`src/rtl/fsg_pkg.sv`:
```
package fsg_pkg;
   typedef enum logic [1:0] {
      FSG_INT_CLK   = 2'd0,
      FSG_EXT_CLK   = 2'd1,
      FSG_SLAVE     = 2'd2,
      FSG_SLAVE_ALT = 2'd3
   } fsg_mode_e;
endpackage

```
`src/rtl/fsg_bclk_div.sv`:
```
module fsg_bclk_div #(
   parameter int DIV_W = 8
) (
   input  logic             clk,
   input  logic             rst_n,
   input  logic             run,
   input  logic [DIV_W-1:0] div,
   output logic             bclk,
   output logic             tick
);
   localparam logic [DIV_W-1:0] MIN_LAST = DIV_W'(1);

   logic [DIV_W-1:0] cnt;
   logic [DIV_W-1:0] last;
   logic [DIV_W-1:0] half;
   logic [DIV_W:0]   span;

   // a divisor of zero is treated as one so the clock can still toggle
   assign last = (div == '0) ? MIN_LAST : div;
   assign span = {1'b0, last} + {{DIV_W{1'b0}}, 1'b1};
   assign half = span[DIV_W:1];
   assign tick = run && (cnt >= last);
   assign bclk = (cnt >= half);

   always_ff @(posedge clk) begin
      if (!rst_n)
         cnt <= '0;
      else if (!run || tick)
         cnt <= '0;
      else
         cnt <= cnt + 1'b1;
   end

   AST_BCLK_FALL_ON_WRAP: assert property (@(posedge clk) disable iff (!rst_n)
      ($past(run) && $fell(bclk)) |-> $past(tick));
endmodule

```
`src/rtl/fsg_edge_sync.sv`:
```
module fsg_edge_sync #(
   parameter int STAGES = 2
) (
   input  logic clk,
   input  logic rst_n,
   input  logic din,
   output logic fall
);
   logic [STAGES:0] sh;

   always_ff @(posedge clk) begin
      if (!rst_n)
         sh <= '0;
      else
         sh <= {sh[STAGES-1:0], din};
   end

   assign fall = sh[STAGES] & ~sh[STAGES-1];

   AST_SINGLE_FALL: assert property (@(posedge clk) disable iff (!rst_n)
      fall |=> !fall);
endmodule

```
`src/rtl/fsg_frame_ctr.sv`:
```
module fsg_frame_ctr #(
   parameter int CNT_W = 8
) (
   input  logic             clk,
   input  logic             rst_n,
   input  logic             run,
   input  logic             tick,
   input  logic             periodic,
   input  logic             req,
   input  logic [CNT_W-1:0] period_m1,
   input  logic [CNT_W-1:0] width_m1,
   output logic             fs_act
);
   logic [CNT_W-1:0] pcnt;
   logic [CNT_W:0]   pnext;
   logic             in_frame;
   logic             pending;
   logic             frame_done;
   logic             want_start;
   logic             consume;

   assign pnext      = {1'b0, pcnt} + {{CNT_W{1'b0}}, 1'b1};
   assign frame_done = !in_frame || (pcnt >= period_m1);
   assign want_start = periodic || pending;
   assign consume    = tick && frame_done;

   always_ff @(posedge clk) begin
      if (!rst_n) begin
         pcnt     <= '0;
         in_frame <= 1'b0;
         pending  <= 1'b0;
         fs_act   <= 1'b0;
      end else if (!run) begin
         pcnt     <= '0;
         in_frame <= 1'b0;
         pending  <= 1'b0;
         fs_act   <= 1'b0;
      end else begin
         pending <= !periodic && ((pending && !consume) || req);
         if (tick) begin
            if (frame_done) begin
               pcnt     <= '0;
               in_frame <= want_start;
               fs_act   <= want_start;
            end else begin
               pcnt   <= pnext[CNT_W-1:0];
               fs_act <= (pnext <= {1'b0, width_m1});
            end
         end
      end
   end

   AST_COUNT_BOUND: assert property (@(posedge clk) disable iff (!rst_n)
      (run && $past(run) && $past(tick)) |-> (pcnt <= $past(period_m1)));
   AST_START_AT_ZERO: assert property (@(posedge clk) disable iff (!rst_n)
      ($past(run) && $past(tick) && $rose(in_frame)) |-> (fs_act && pcnt == '0));
   AST_ONESHOT_NEEDS_REQ: assert property (@(posedge clk) disable iff (!rst_n)
      ($past(run) && $past(tick) && !$past(periodic) && $rose(in_frame)) |-> $past(pending));
   AST_IDLE_WHEN_STOPPED: assert property (@(posedge clk) disable iff (!rst_n)
      !$past(run) |-> (!fs_act && !in_frame));
endmodule

```
`src/rtl/frame_sync_gen.sv`:
```
module frame_sync_gen #(
   parameter int DIV_W       = 8,
   parameter int CNT_W       = 8,
   parameter int SYNC_STAGES = 2,
   parameter bit EXT_CLK_EN  = 1'b1
) (
   input  logic             clk,
   input  logic             rst_n,
   input  logic [1:0]       mode,
   input  logic             clk_en,
   input  logic             fs_en,
   input  logic             periodic,
   input  logic             fs_inv,
   input  logic [DIV_W-1:0] div,
   input  logic [CNT_W-1:0] period_m1,
   input  logic [CNT_W-1:0] width_m1,
   input  logic             xfer_req,
   input  logic             ext_bclk_in,
   input  logic             ext_fs_in,
   output logic             bclk_out,
   output logic             fs_out
);
   import fsg_pkg::*;

   fsg_mode_e mode_e;
   logic      is_int;
   logic      is_ext;
   logic      is_pass;
   logic      div_run;
   logic      fs_run;
   logic      bclk_int;
   logic      int_tick;
   logic      ext_fall;
   logic      tick;
   logic      fs_act;

   if (DIV_W < 1 || CNT_W < 1 || SYNC_STAGES < 2) begin : g_bad_param
      initial $error("frame_sync_gen: DIV_W, CNT_W >= 1 and SYNC_STAGES >= 2 required");
   end

   assign mode_e  = fsg_mode_e'(mode);
   assign is_int  = (mode_e == FSG_INT_CLK);
   assign is_ext  = (mode_e == FSG_EXT_CLK);
   assign is_pass = (mode_e == FSG_SLAVE) || (mode_e == FSG_SLAVE_ALT);
   assign div_run = clk_en && is_int;
   assign fs_run  = clk_en && fs_en && !is_pass;

   fsg_bclk_div #(.DIV_W(DIV_W)) u_div (
      .clk   (clk),
      .rst_n (rst_n),
      .run   (div_run),
      .div   (div),
      .bclk  (bclk_int),
      .tick  (int_tick)
   );

   if (EXT_CLK_EN) begin : g_ext
      fsg_edge_sync #(.STAGES(SYNC_STAGES)) u_sync (
         .clk   (clk),
         .rst_n (rst_n),
         .din   (ext_bclk_in),
         .fall  (ext_fall)
      );
   end else begin : g_no_ext
      assign ext_fall = 1'b0;
   end

   assign tick = is_ext ? (clk_en && ext_fall) : int_tick;

   fsg_frame_ctr #(.CNT_W(CNT_W)) u_frame (
      .clk       (clk),
      .rst_n     (rst_n),
      .run       (fs_run),
      .tick      (tick),
      .periodic  (periodic),
      .req       (xfer_req),
      .period_m1 (period_m1),
      .width_m1  (width_m1),
      .fs_act    (fs_act)
   );

   assign bclk_out = is_int ? bclk_int : ext_bclk_in;
   assign fs_out   = is_pass ? ext_fs_in : (fs_act ^ fs_inv);

   AST_FS_ON_BCLK_FALL: assert property (@(posedge clk) disable iff (!rst_n)
      ($past(fs_run && is_int) && (fs_act != $past(fs_act))) |-> $fell(bclk_int));
   AST_PASS_IDLE: assert property (@(posedge clk) disable iff (!rst_n)
      $past(is_pass) |-> !fs_act);
endmodule

```
`config.mk`:
```
export PLATFORM = sky130hd
export DESIGN_NAME = frame_sync_gen
export DESIGN_NICKNAME = d
export VERILOG_FILES = /design/src/rtl/fsg_pkg.sv /design/src/rtl/fsg_bclk_div.sv /design/src/rtl/fsg_edge_sync.sv /design/src/rtl/fsg_frame_ctr.sv /design/src/rtl/frame_sync_gen.sv
export SDC_FILE = /design/constraint.sdc
export NUM_CORES = 1
export LEC_CHECK = 0
export CAP_MARGIN = 20
export CORE_MARGIN = 2
export CORE_UTILIZATION = 25
export DETAILED_ROUTE_END_ITERATION = 10
export DONT_BUFFER_PORTS = 1
export PLACE_DENSITY_LB_ADDON = 0.05
export SLEW_MARGIN = 20
export SYNTH_ARGS = -nofsm -noshare
export SYNTH_HDL_FRONTEND = slang
export SYNTH_SLANG_ARGS = --single-unit
```
`constraint.sdc`:
```
create_clock -name clk -period 2.7 [get_ports clk]
set_input_delay 0.54 -clock clk [delete_from_list [all_inputs] [get_ports clk]]
set_output_delay 0.54 -clock clk [all_outputs]
set_load 0.02 [all_outputs]
```
---- Word level (Yosys, flattened, before mapping) ----
Cells that the tools add are included.
Widths: inputs -> output; s select.
operators by class
  order comparisons ....................... 4
  $add $sub $neg .......................... 3
  multiplexer cells ....................... 6
  bitwise operators ....................... 4
  equality and inequality tests ........... 3
  reduce and logical (&&, ||, !) cells .... 23
operators with widths
  operator             count
  $ge 8x8->1           3
  $add 8x1->9 const B  2
  $mux 8               2
  $le 9x8->1           1
  $add 8x1->8 const B  1
  $logic_and 1x1->1    8
  $logic_not 8->1      1
  $logic_not 1->1      5
  $logic_or 1x1->1     5
  $eq 2x2->1 const B   2
  $mux 1               4
  $reduce_and 2->1     2
  $eq 2x1->1 const B   1
  $logic_not 2->1      1
  $not 1->1            2
  $reduce_or 2->1      1
  $and 1x1->1          1
  $xor 1x1->1          1
word-level totals
  register bits after elaboration ......... 22
  input port bits ......................... 35

---- Depth between registers and ports, before layout ----
Gate-level depths: netlist of run 1.
  depth in word-level cells ............... 10
  depth in mapped cells ................... 12

---- Modules after synthesis ----
A second synthesis of run 1 with hierarchy kept.
unflattened totals
  cells, all modules ...................... 259
  area total of the unflattened synthesis .. 2023.2 um^2
by module, submodules not included
  module          cells each  area an instance (um^2)  instances  seq. area each (um^2)
  fsg_frame_ctr   142         1064.8                   1          220.2
  fsg_bclk_div    99          797.0                    1          160.2
  fsg_edge_sync   7           88.8                     1          60.1
  frame_sync_gen  11          72.6                     1          0.0

---- Least setup slack after synthesis of run 1 ----
No wires, ideal clock.
  path kind ............................... input-to-output
  start point ............................. input div[2]
  end point ............................... output bclk_out
  slack ................................... 0.100 ns
  required time ........................... 2.160 ns
  stages on the path ...................... 9
  buffers on the path ..................... 0
  data arrival time ....................... 2.060 ns
  path through ............................ nor4_1 > a41o_1 > o21a_1 > ha_1 > nand2b_1 > a21o_1 > a21oi_1 > o21ai_0 > o21a_1
on the way
  cells in the longest elaborated chain, start to end .. 5
ends and longest elaborated chain
  element          RTL line              RTL
  from (decl)      frame_sync_gen.sv:14  input logic [DIV_W-1:0] div,
  $logic_not 8->1  fsg_bclk_div.sv:19    assign last = (div == '0) ? MIN_LAST : div;
  $mux 8 *         fsg_bclk_div.sv:19
  $add 8x1->9 *    fsg_bclk_div.sv:20    assign span = {1'b0, last} + {{DIV_W{1'b0}}, 1'b1};
  $ge 8x8->1 *     fsg_bclk_div.sv:23    assign bclk = (cnt >= half);
  $mux 1 *         frame_sync_gen.sv:82  assign bclk_out = is_int ? bclk_int : ext_bclk_in;
  to (decl)        frame_sync_gen.sv:20  output logic bclk_out,
Mark *: on every way between the ends. The rest lies on a longest branch, timed or not.

---- Final worst setup path of run 1 ----
  start point ............................. input div[7]
  end point ............................... output bclk_out
Same word-level chain as after synthesis.

==> metrics.md, run 1 <==
| Metric | Value |
|---|---|
| Outcome | complete, no violations |
| Setup tns final | 0 ns |
| R2R Setup Slk | 0.27 ns |
| Reg2Reg Depth | 9 |
| Nets | roughly 330 |
| Number of CTS-inserted buffers | 3 |
| DR iter-0 viols | 44 |
| Largest net degree at the start of global routing | 13 |
| Wirelength per Cell | 13.88 um |
| Sw power | 172.2 uW |
| Critical-path cell list | nor4_4 > a41o_1 > o21a_1 > ha_1 > nand2b_4 > a21o_1 > a21oi_2 > o21ai_1 > o21a_2 |
| Vias/cell | ~4.8 |
| Hold Fails Final Rpt | 0 |
| Int Pwr | 505.4 uW |
| Leading cell type in the layout, fill and taps excluded | ha_1 |
| Final Setup Violations | 0 |
| Crit path largest cell delay | around 0.26 ns |
| Post-synthesis register bit count | 22 |
| Drt total wl | about 5000 um |
| Die span in x | about 94 um |
| Fin Clk Skew | around 0.0041 ns |
| Post-synthesis sequential area ratio | between 20% and 30% |
| Crit path buf inv count | 0 |
| CP Capture Type | output pin |
| Clock transition at path regs | 0.08 ns |
| Routed wl met3 | ~140 um |
| Post-synth cell types | between 40 and 50 |
| Req. time, crit path | about 2.2 ns |
| Global-route wire length before repair | between 8000 and 9000 um |
| GRT Residual Overflow | 0 |
| Top layer in use | met4 |
| Hold WC Path Type | in2reg |
| Mapped Nets | ~310 |
| Post-synth EDFFs | 0 |
| Clk pwr share | a little over a third |
| Final period util | approximately 100% |
| Crit path to | bclk_out |
| RSZ-0062 raised after global routing | true |
| Die height | 94.18 um |
| H-tree depth | 1 |
| Critical path peak fanout | 3 |
| Initial antenna violation count | 0 |
| Sw Share | 25.41% |
| Die area | roughly 8900 um2 |
| Arrival time of the worst setup path | 2.14 ns |
| Clk Tree Root Cell | clkbuf_8 |
| Layout cells sized above 1 | around 13% |
| Rel. slew slack | between 50 and 60% |
| Reg power frac | between 40 and 50% |
| CTS tree | done |
| Worst path slowest cell | o21a_2 |
| Maximum VDD drop | between 0.1 and 0.15 mV |
| P&R area growth vs syn | 12.92% |
| Clock tree buffer depth | 2 |
| DR vias | about 1700 |
| Initial Utilization | a little over a quarter |
| IO Pins | 37 |
| Crit. Startpoint | div[7] |
| Kind of critical path | in2out |
| Core area | 7807 um2 |
| RR Startpoint | u_frame.pcnt[0] |
| Post-Place Cells | 353 |
| Post-CTS Hold Buffers | 0 |
| Post-Syn Instances | ~250 |
| Avg Inst Size Synth | 8.299 um2 |
| Slew of the pin with the lowest slew margin | approximately 0.63 ns |
| Post-route met1 wirelength | 2333 um |
| Reg-to-Reg End | u_frame.fs_act |
| Combinational share of power | between 10% and 20% |
| Yosys synthesis warning count | 0 |
| Clock latency on the worst-skew pair | between 0.2 and 0.3 ns |
| Placer Congestion | 0.6998 |
| Dominant synthesized flop cell | dfxtp_1 |
| Num rows | 32 |
| DR WL met2 | between 2000 and 2500 um |
| ANT cells | 0 |
| All-layer global routing usage | 11.88% |
| DP HPWL | between 4000 and 5000 um |
| Max frequency | 372.5 MHz |
| Post-Layout Cell Count | about 360 |
| Most frequent cells in the layout | ha_1, inv_1, dfxtp_1 |
| Max_cap viols | 0 |
| Max Slew Vio Count | 0 |
| IO Port Bufs | 0 |
| Number of global-route vias before repair | 1721 |
| Post-DRT Antenna Nets | 0 |
| Crit. path cell count | 9 |
| Remaining DRCs | 0 |
| CTS Sinks | 22 |
| Leakage power | between 1 and 1.5 nW |
| Crit-path leading delay family | compound AO/OA/AOI/OAI gates |
| Synthesized cell area | 2033 um2 |
| Ys async rst share | 0% |
| Worst Setup Start Kind | input pin |
| Min Tclk post-route | approximately 2.7 ns |
| Power Dens Cells | roughly 300 nW/um2 |
| First-pass DRT Iterations | 4 |
## what timing repair did
action | CTS | global route
endpoints found under the setup margin | 1 | 1
buffers inserted | 1 | 0
resized for setup | 4 | 2
pin swaps | 3 | 7
## per-layer routing
layer	global-route usage, %	vias up
met5	0	-
met1	14.89	775
met4	2.899	0
met3	1.605	2
met2	21.31	28
li1	-	912
## power groups by stage
stage / logic, mW / clock network, mW / registers, mW
global route: 0.121 / 0.273 / 0.328
floorplan: 0.0769 / 0 / 0.335
finish: 0.106 / 0.244 / 0.328
CTS: 0.105 / 0.259 / 0.328
detailed placement: 0.101 / 0 / 0.335
global placement: 0.101 / 0 / 0.335
## registers in the layout, indices dropped and copies added (netlist names)
| signal | count |
|---|---|
| u_frame.pcnt | 8 |
| u_frame.pending | 1 |
| u_frame.fs_act | 1 |
| u_frame.in_frame | 1 |
| u_div.cnt | 8 |
| g_ext.u_sync.sh | 3 |
## final cells by class
type                            instances  area, um2
Fill cell                             861       5512
Multi-Input combinational cell        189       1470
Sequential cell                        22      440.4
Tap cell                              102      127.6
Inverter                               28      105.1
Timing Repair Buffer                   13      97.59
Clock buffer                            4      55.05
## worst min-delay path by stage
stage | end | start | cells past startpoint | slack [ns]
final | u_frame.pending | periodic | 1 | 0.34
after global routing | u_frame.pending | periodic | 1 | 0.32
after CTS | u_frame.pending | periodic | 1 | 0.33
after detailed placement | g_ext.u_sync.sh[1] | g_ext.u_sync.sh[0] | 1 | 0.42
after global placement | g_ext.u_sync.sh[1] | g_ext.u_sync.sh[0] | 1 | 0.43
after floorplan | g_ext.u_sync.sh[1] | g_ext.u_sync.sh[0] | 1 | 0.41
## through the flow
stage	instance area [um2]	setup WS, ns	hold WS (ns)	total power, mW	utilization (%)
after floorplan	2033	0.1004	0.4118	0.4119	-
after global placement	2206	-0.1651	0.4255	0.4366	28.25
after detailed placement	2206	-0.1513	0.4243	0.4364	28.25
after CTS	2280	0.0006397	0.3288	0.6917	29.20
after global routing	2296	-0.1081	0.3234	0.7218	29.41
final	2296	0.01538	0.3398	0.6776	29.41
## cell families after synthesis
family                     count (synthesis)  share of synthesized area (%)
xor gates and xnor gates                  19                          8.185
and+or+nand+nor                           82                          21.78
adders and majority gates                 34                          20.92
DFF                                       22                          21.66
AOI/OAI and AO/OA                         54                          20.06
buffers and inverters                     34                          7.384
## Yosys cell counts, drive strengths merged, types with 6 or more instances
cell    number  area share [%]
a21oi        6             2.0
dfxtp       22              22
ha          34              21
inv         28             5.2
nand2       11             2.0
nand3       16             4.2
nand4        8             2.5
nor2        16             3.0
nor3         8             2.5
o211ai      10             3.7
o21ai       12             3.1
xnor2       13             5.6
xor2         6             2.6
Note: power is estimated with default switching activity, not from simulation.
==> inputs of run 2 (changes only) <==
==> constraint.sdc (replaced) <==
create_clock -name clk -period 2.7 [get_ports clk]
set_input_delay 0.405 -clock clk [delete_from_list [all_inputs] [get_ports clk]]
set_output_delay 0.405 -clock clk [all_outputs]
set_load 0.02 [all_outputs]
==> metrics.md, run 2 (synthesis gave the netlist of run 1 again) <==
| Metric | Value |
|---|---|
| Reg-to-Reg End | u_frame.fs_act (unchanged) |
| Final period util | 93.25% (was 99.43%) |
| GR peak layer | met2 (unchanged) |
| Largest net degree at the start of global routing | 13 (unchanged) |
| CTS tree | done (unchanged) |
| DR iter-0 viols | 72 (was 44) |
| Nets | 318 (was 326) |
| Maximum VDD drop | 0.1442 mV (was 0.1246 mV) |
| Hold slack | 0.2069 ns (was 0.3398 ns) |
| P&R area growth vs syn | 8.000% (was 12.92%) |
| Pre-CTS setup slack | 0.1381 ns (was -0.1513 ns) |
| Fin Clk Skew | 0.002713 ns (was 0.004071 ns) |
| Outcome | complete, no violations (unchanged) |
| Drt total wl | 4960 um (was 4970 um) |
| Clk Tree Root Cell | clkbuf_8 (unchanged) |
| Global-route wire length before repair | 8079 um (was 8314 um) |
| Num rows | 32 (unchanged) |
| Clock transition at path regs | 0.08 ns (about the same) |
| Fin worst setup slack | 0.1824 ns (was 0.01538 ns) |
| Remaining DRCs | 0 (unchanged) |
| Fill cells | 878 (was 861) |
| Critical path peak fanout | 4 (was 3) |
| H-tree depth | 1 (unchanged) |
| Wirelength per Cell | 14.21 um (was 13.88 um) |
| Core area | 7807 um2 (unchanged) |
| Initial Utilization | 26.04% (unchanged) |
| Slew of the pin with the lowest slew margin | 0.6620 ns (was 0.6303 ns) |
| Startpoint of the lowest-slack hold path | periodic (unchanged) |
| Number of global-route vias before repair | 1722 (was 1721) |
| Req. time, crit path | 2.30 ns (was 2.16 ns) |
| Hold Path Sink | u_frame.pending (unchanged) |
| GR Util met1 | 13.99% (was 14.89%) |
| RSZ-0062 raised after global routing | false (was true) |
| First-pass DRT Iterations | 4 (unchanged) |
| ANT cells | 0 (unchanged) |
| Number of CTS-inserted buffers | 3 (unchanged) |
| Setup tns final | 0 ns (unchanged) |
| Layout cells sized above 1 | 8.097% (was 12.50%) |
| CTS Sinks | 22 (unchanged) |
| FF+latch area | 441.7 um2 (was 440.4 um2) |
| Worst Setup Start Kind | input pin (unchanged) |
| Met2 usage | 21.37% (was 21.31%) |
| Leading cell type in the layout, fill and taps excluded | ha_1 (unchanged) |
| All-layer global routing usage | 11.65% (was 11.88%) |
| Arrival time of the worst setup path | 2.11 ns (was 2.14 ns) |
| Max Slew Vio Count | 0 (unchanged) |
| Multi-input gate area | 1443 um2 (was 1470 um2) |
| Power Dens Cells | 286.2 nW/um2 (was 295.1 nW/um2) |
| Min Tclk post-route | 2.518 ns (was 2.685 ns) |
| Clock latency on the worst-skew pair | 0.26 ns (about the same) |
| Post-DRT Antenna Nets | 0 (unchanged) |
| Final Setup Violations | 0 (unchanged) |
| Placer Congestion | 0.7403 (was 0.6998) |
| Most frequent cells in the layout | ha_1, inv_1, dfxtp_1 (unchanged) |
| Leakage power | 0.9905 nW (was 1.043 nW) |
| Max frequency | 397.2 MHz (was 372.5 MHz) |
| Clock tree buffer depth | 2 (unchanged) |
| Die height | 94.18 um (unchanged) |
| Die area | 8870 um2 (unchanged) |
| RR Startpoint | u_frame.pcnt[0] (unchanged) |
| Vias/cell | 4.751 (was 4.796) |
| Reg2Reg Depth | 11 (was 9) |
| Rel. slew slack | 55.67% (was 57.54%) |
| CP Capture Type | output pin (unchanged) |
| GRT Residual Overflow | 0 (unchanged) |
| Hold WC Path Type | in2reg (unchanged) |
| Initial antenna violation count | 0 (unchanged) |
| Hold Fails Final Rpt | 0 (unchanged) |
| Met3 Track Usage GR | 1.685% (was 1.605%) |
| DR vias | 1658 (was 1717) |
| Biggest regs | u_div.cnt (8), u_frame.pcnt (8), g_ext.u_sync.sh (3) (unchanged) |
| IO Pins | 37 (unchanged) |
| Die span in x | 94.18 um (unchanged) |
| Kind of critical path | in2out (unchanged) |
| Post-CTS Hold Buffers | 0 (unchanged) |
| Max_cap viols | 0 (unchanged) |
| R2R Setup Slk | 0.22 ns (was 0.27 ns) |
| Worst hold stages | 1 (unchanged) |
| DP HPWL | 4071 um (was 4141 um) |
| IO Port Bufs | 0 (unchanged) |
[run 2: critical path, stage by stage]
cell,delay (ns)
nor4_1,0.28
a41o_1,0.23
o21a_1,0.12
ha_1,0.21
nand2b_1,0.14
a21o_1,0.17
a21oi_1,0.17
o21ai_0,0.11
o21a_1,0.27
[run 2: worst max path at each step]
stage                          from        endpoint  slack, ns  cells past startpoint
finish                       div[2]        bclk_out       0.18                      9
global route        u_frame.pcnt[0]  u_frame.fs_act       0.05                     11
CTS                 u_frame.pcnt[2]  u_frame.fs_act       0.13                     11
detailed placement           div[2]        bclk_out       0.14                      9
global placement             div[2]        bclk_out       0.13                      9
floorplan                    div[2]        bclk_out       0.37                      9
[run 2: metrics by stage]
step	total power, mW	utilization (%)	cell area (um2)	cells
6_report	0.6285	28.13	2196	349
5_1_grt	0.6673	28.13	2196	349
3_3_place_gp	0.4322	27.58	2153	346
3_5_place_dp	0.4314	27.58	2153	346
4_1_cts	0.6434	28.11	2195	349
2_1_floorplan	0.4119	-	2033	245
[run 2: layout make-up]
type                       count  area share [%]
clock buffer                   3           1.880
inverter                      28           4.786
multi-input combinational    189           65.70
sequential                    22           20.11
tap                          102           5.812
timing repair buffer           5           1.709
[run 2: timing repair]
action,in CTS,in global routing
resized for setup,0,1
setup endpoints to repair,0,1
buffers inserted,0,0
[run 2: where the power goes]
part           switching (mW)  internal, mW
clock                   0.106        0.0995
combinational          0.0550        0.0402
sequential            0.00111         0.327
total                   0.162         0.466
[run 2: routing by layer]
layer / up-vias / part of all wire (%)
li1: 889 / -
met1: 741 / 47
met2: 26 / 49
met3: 2 / 2.4
met4: 0 / 0.77
met5: - / 0
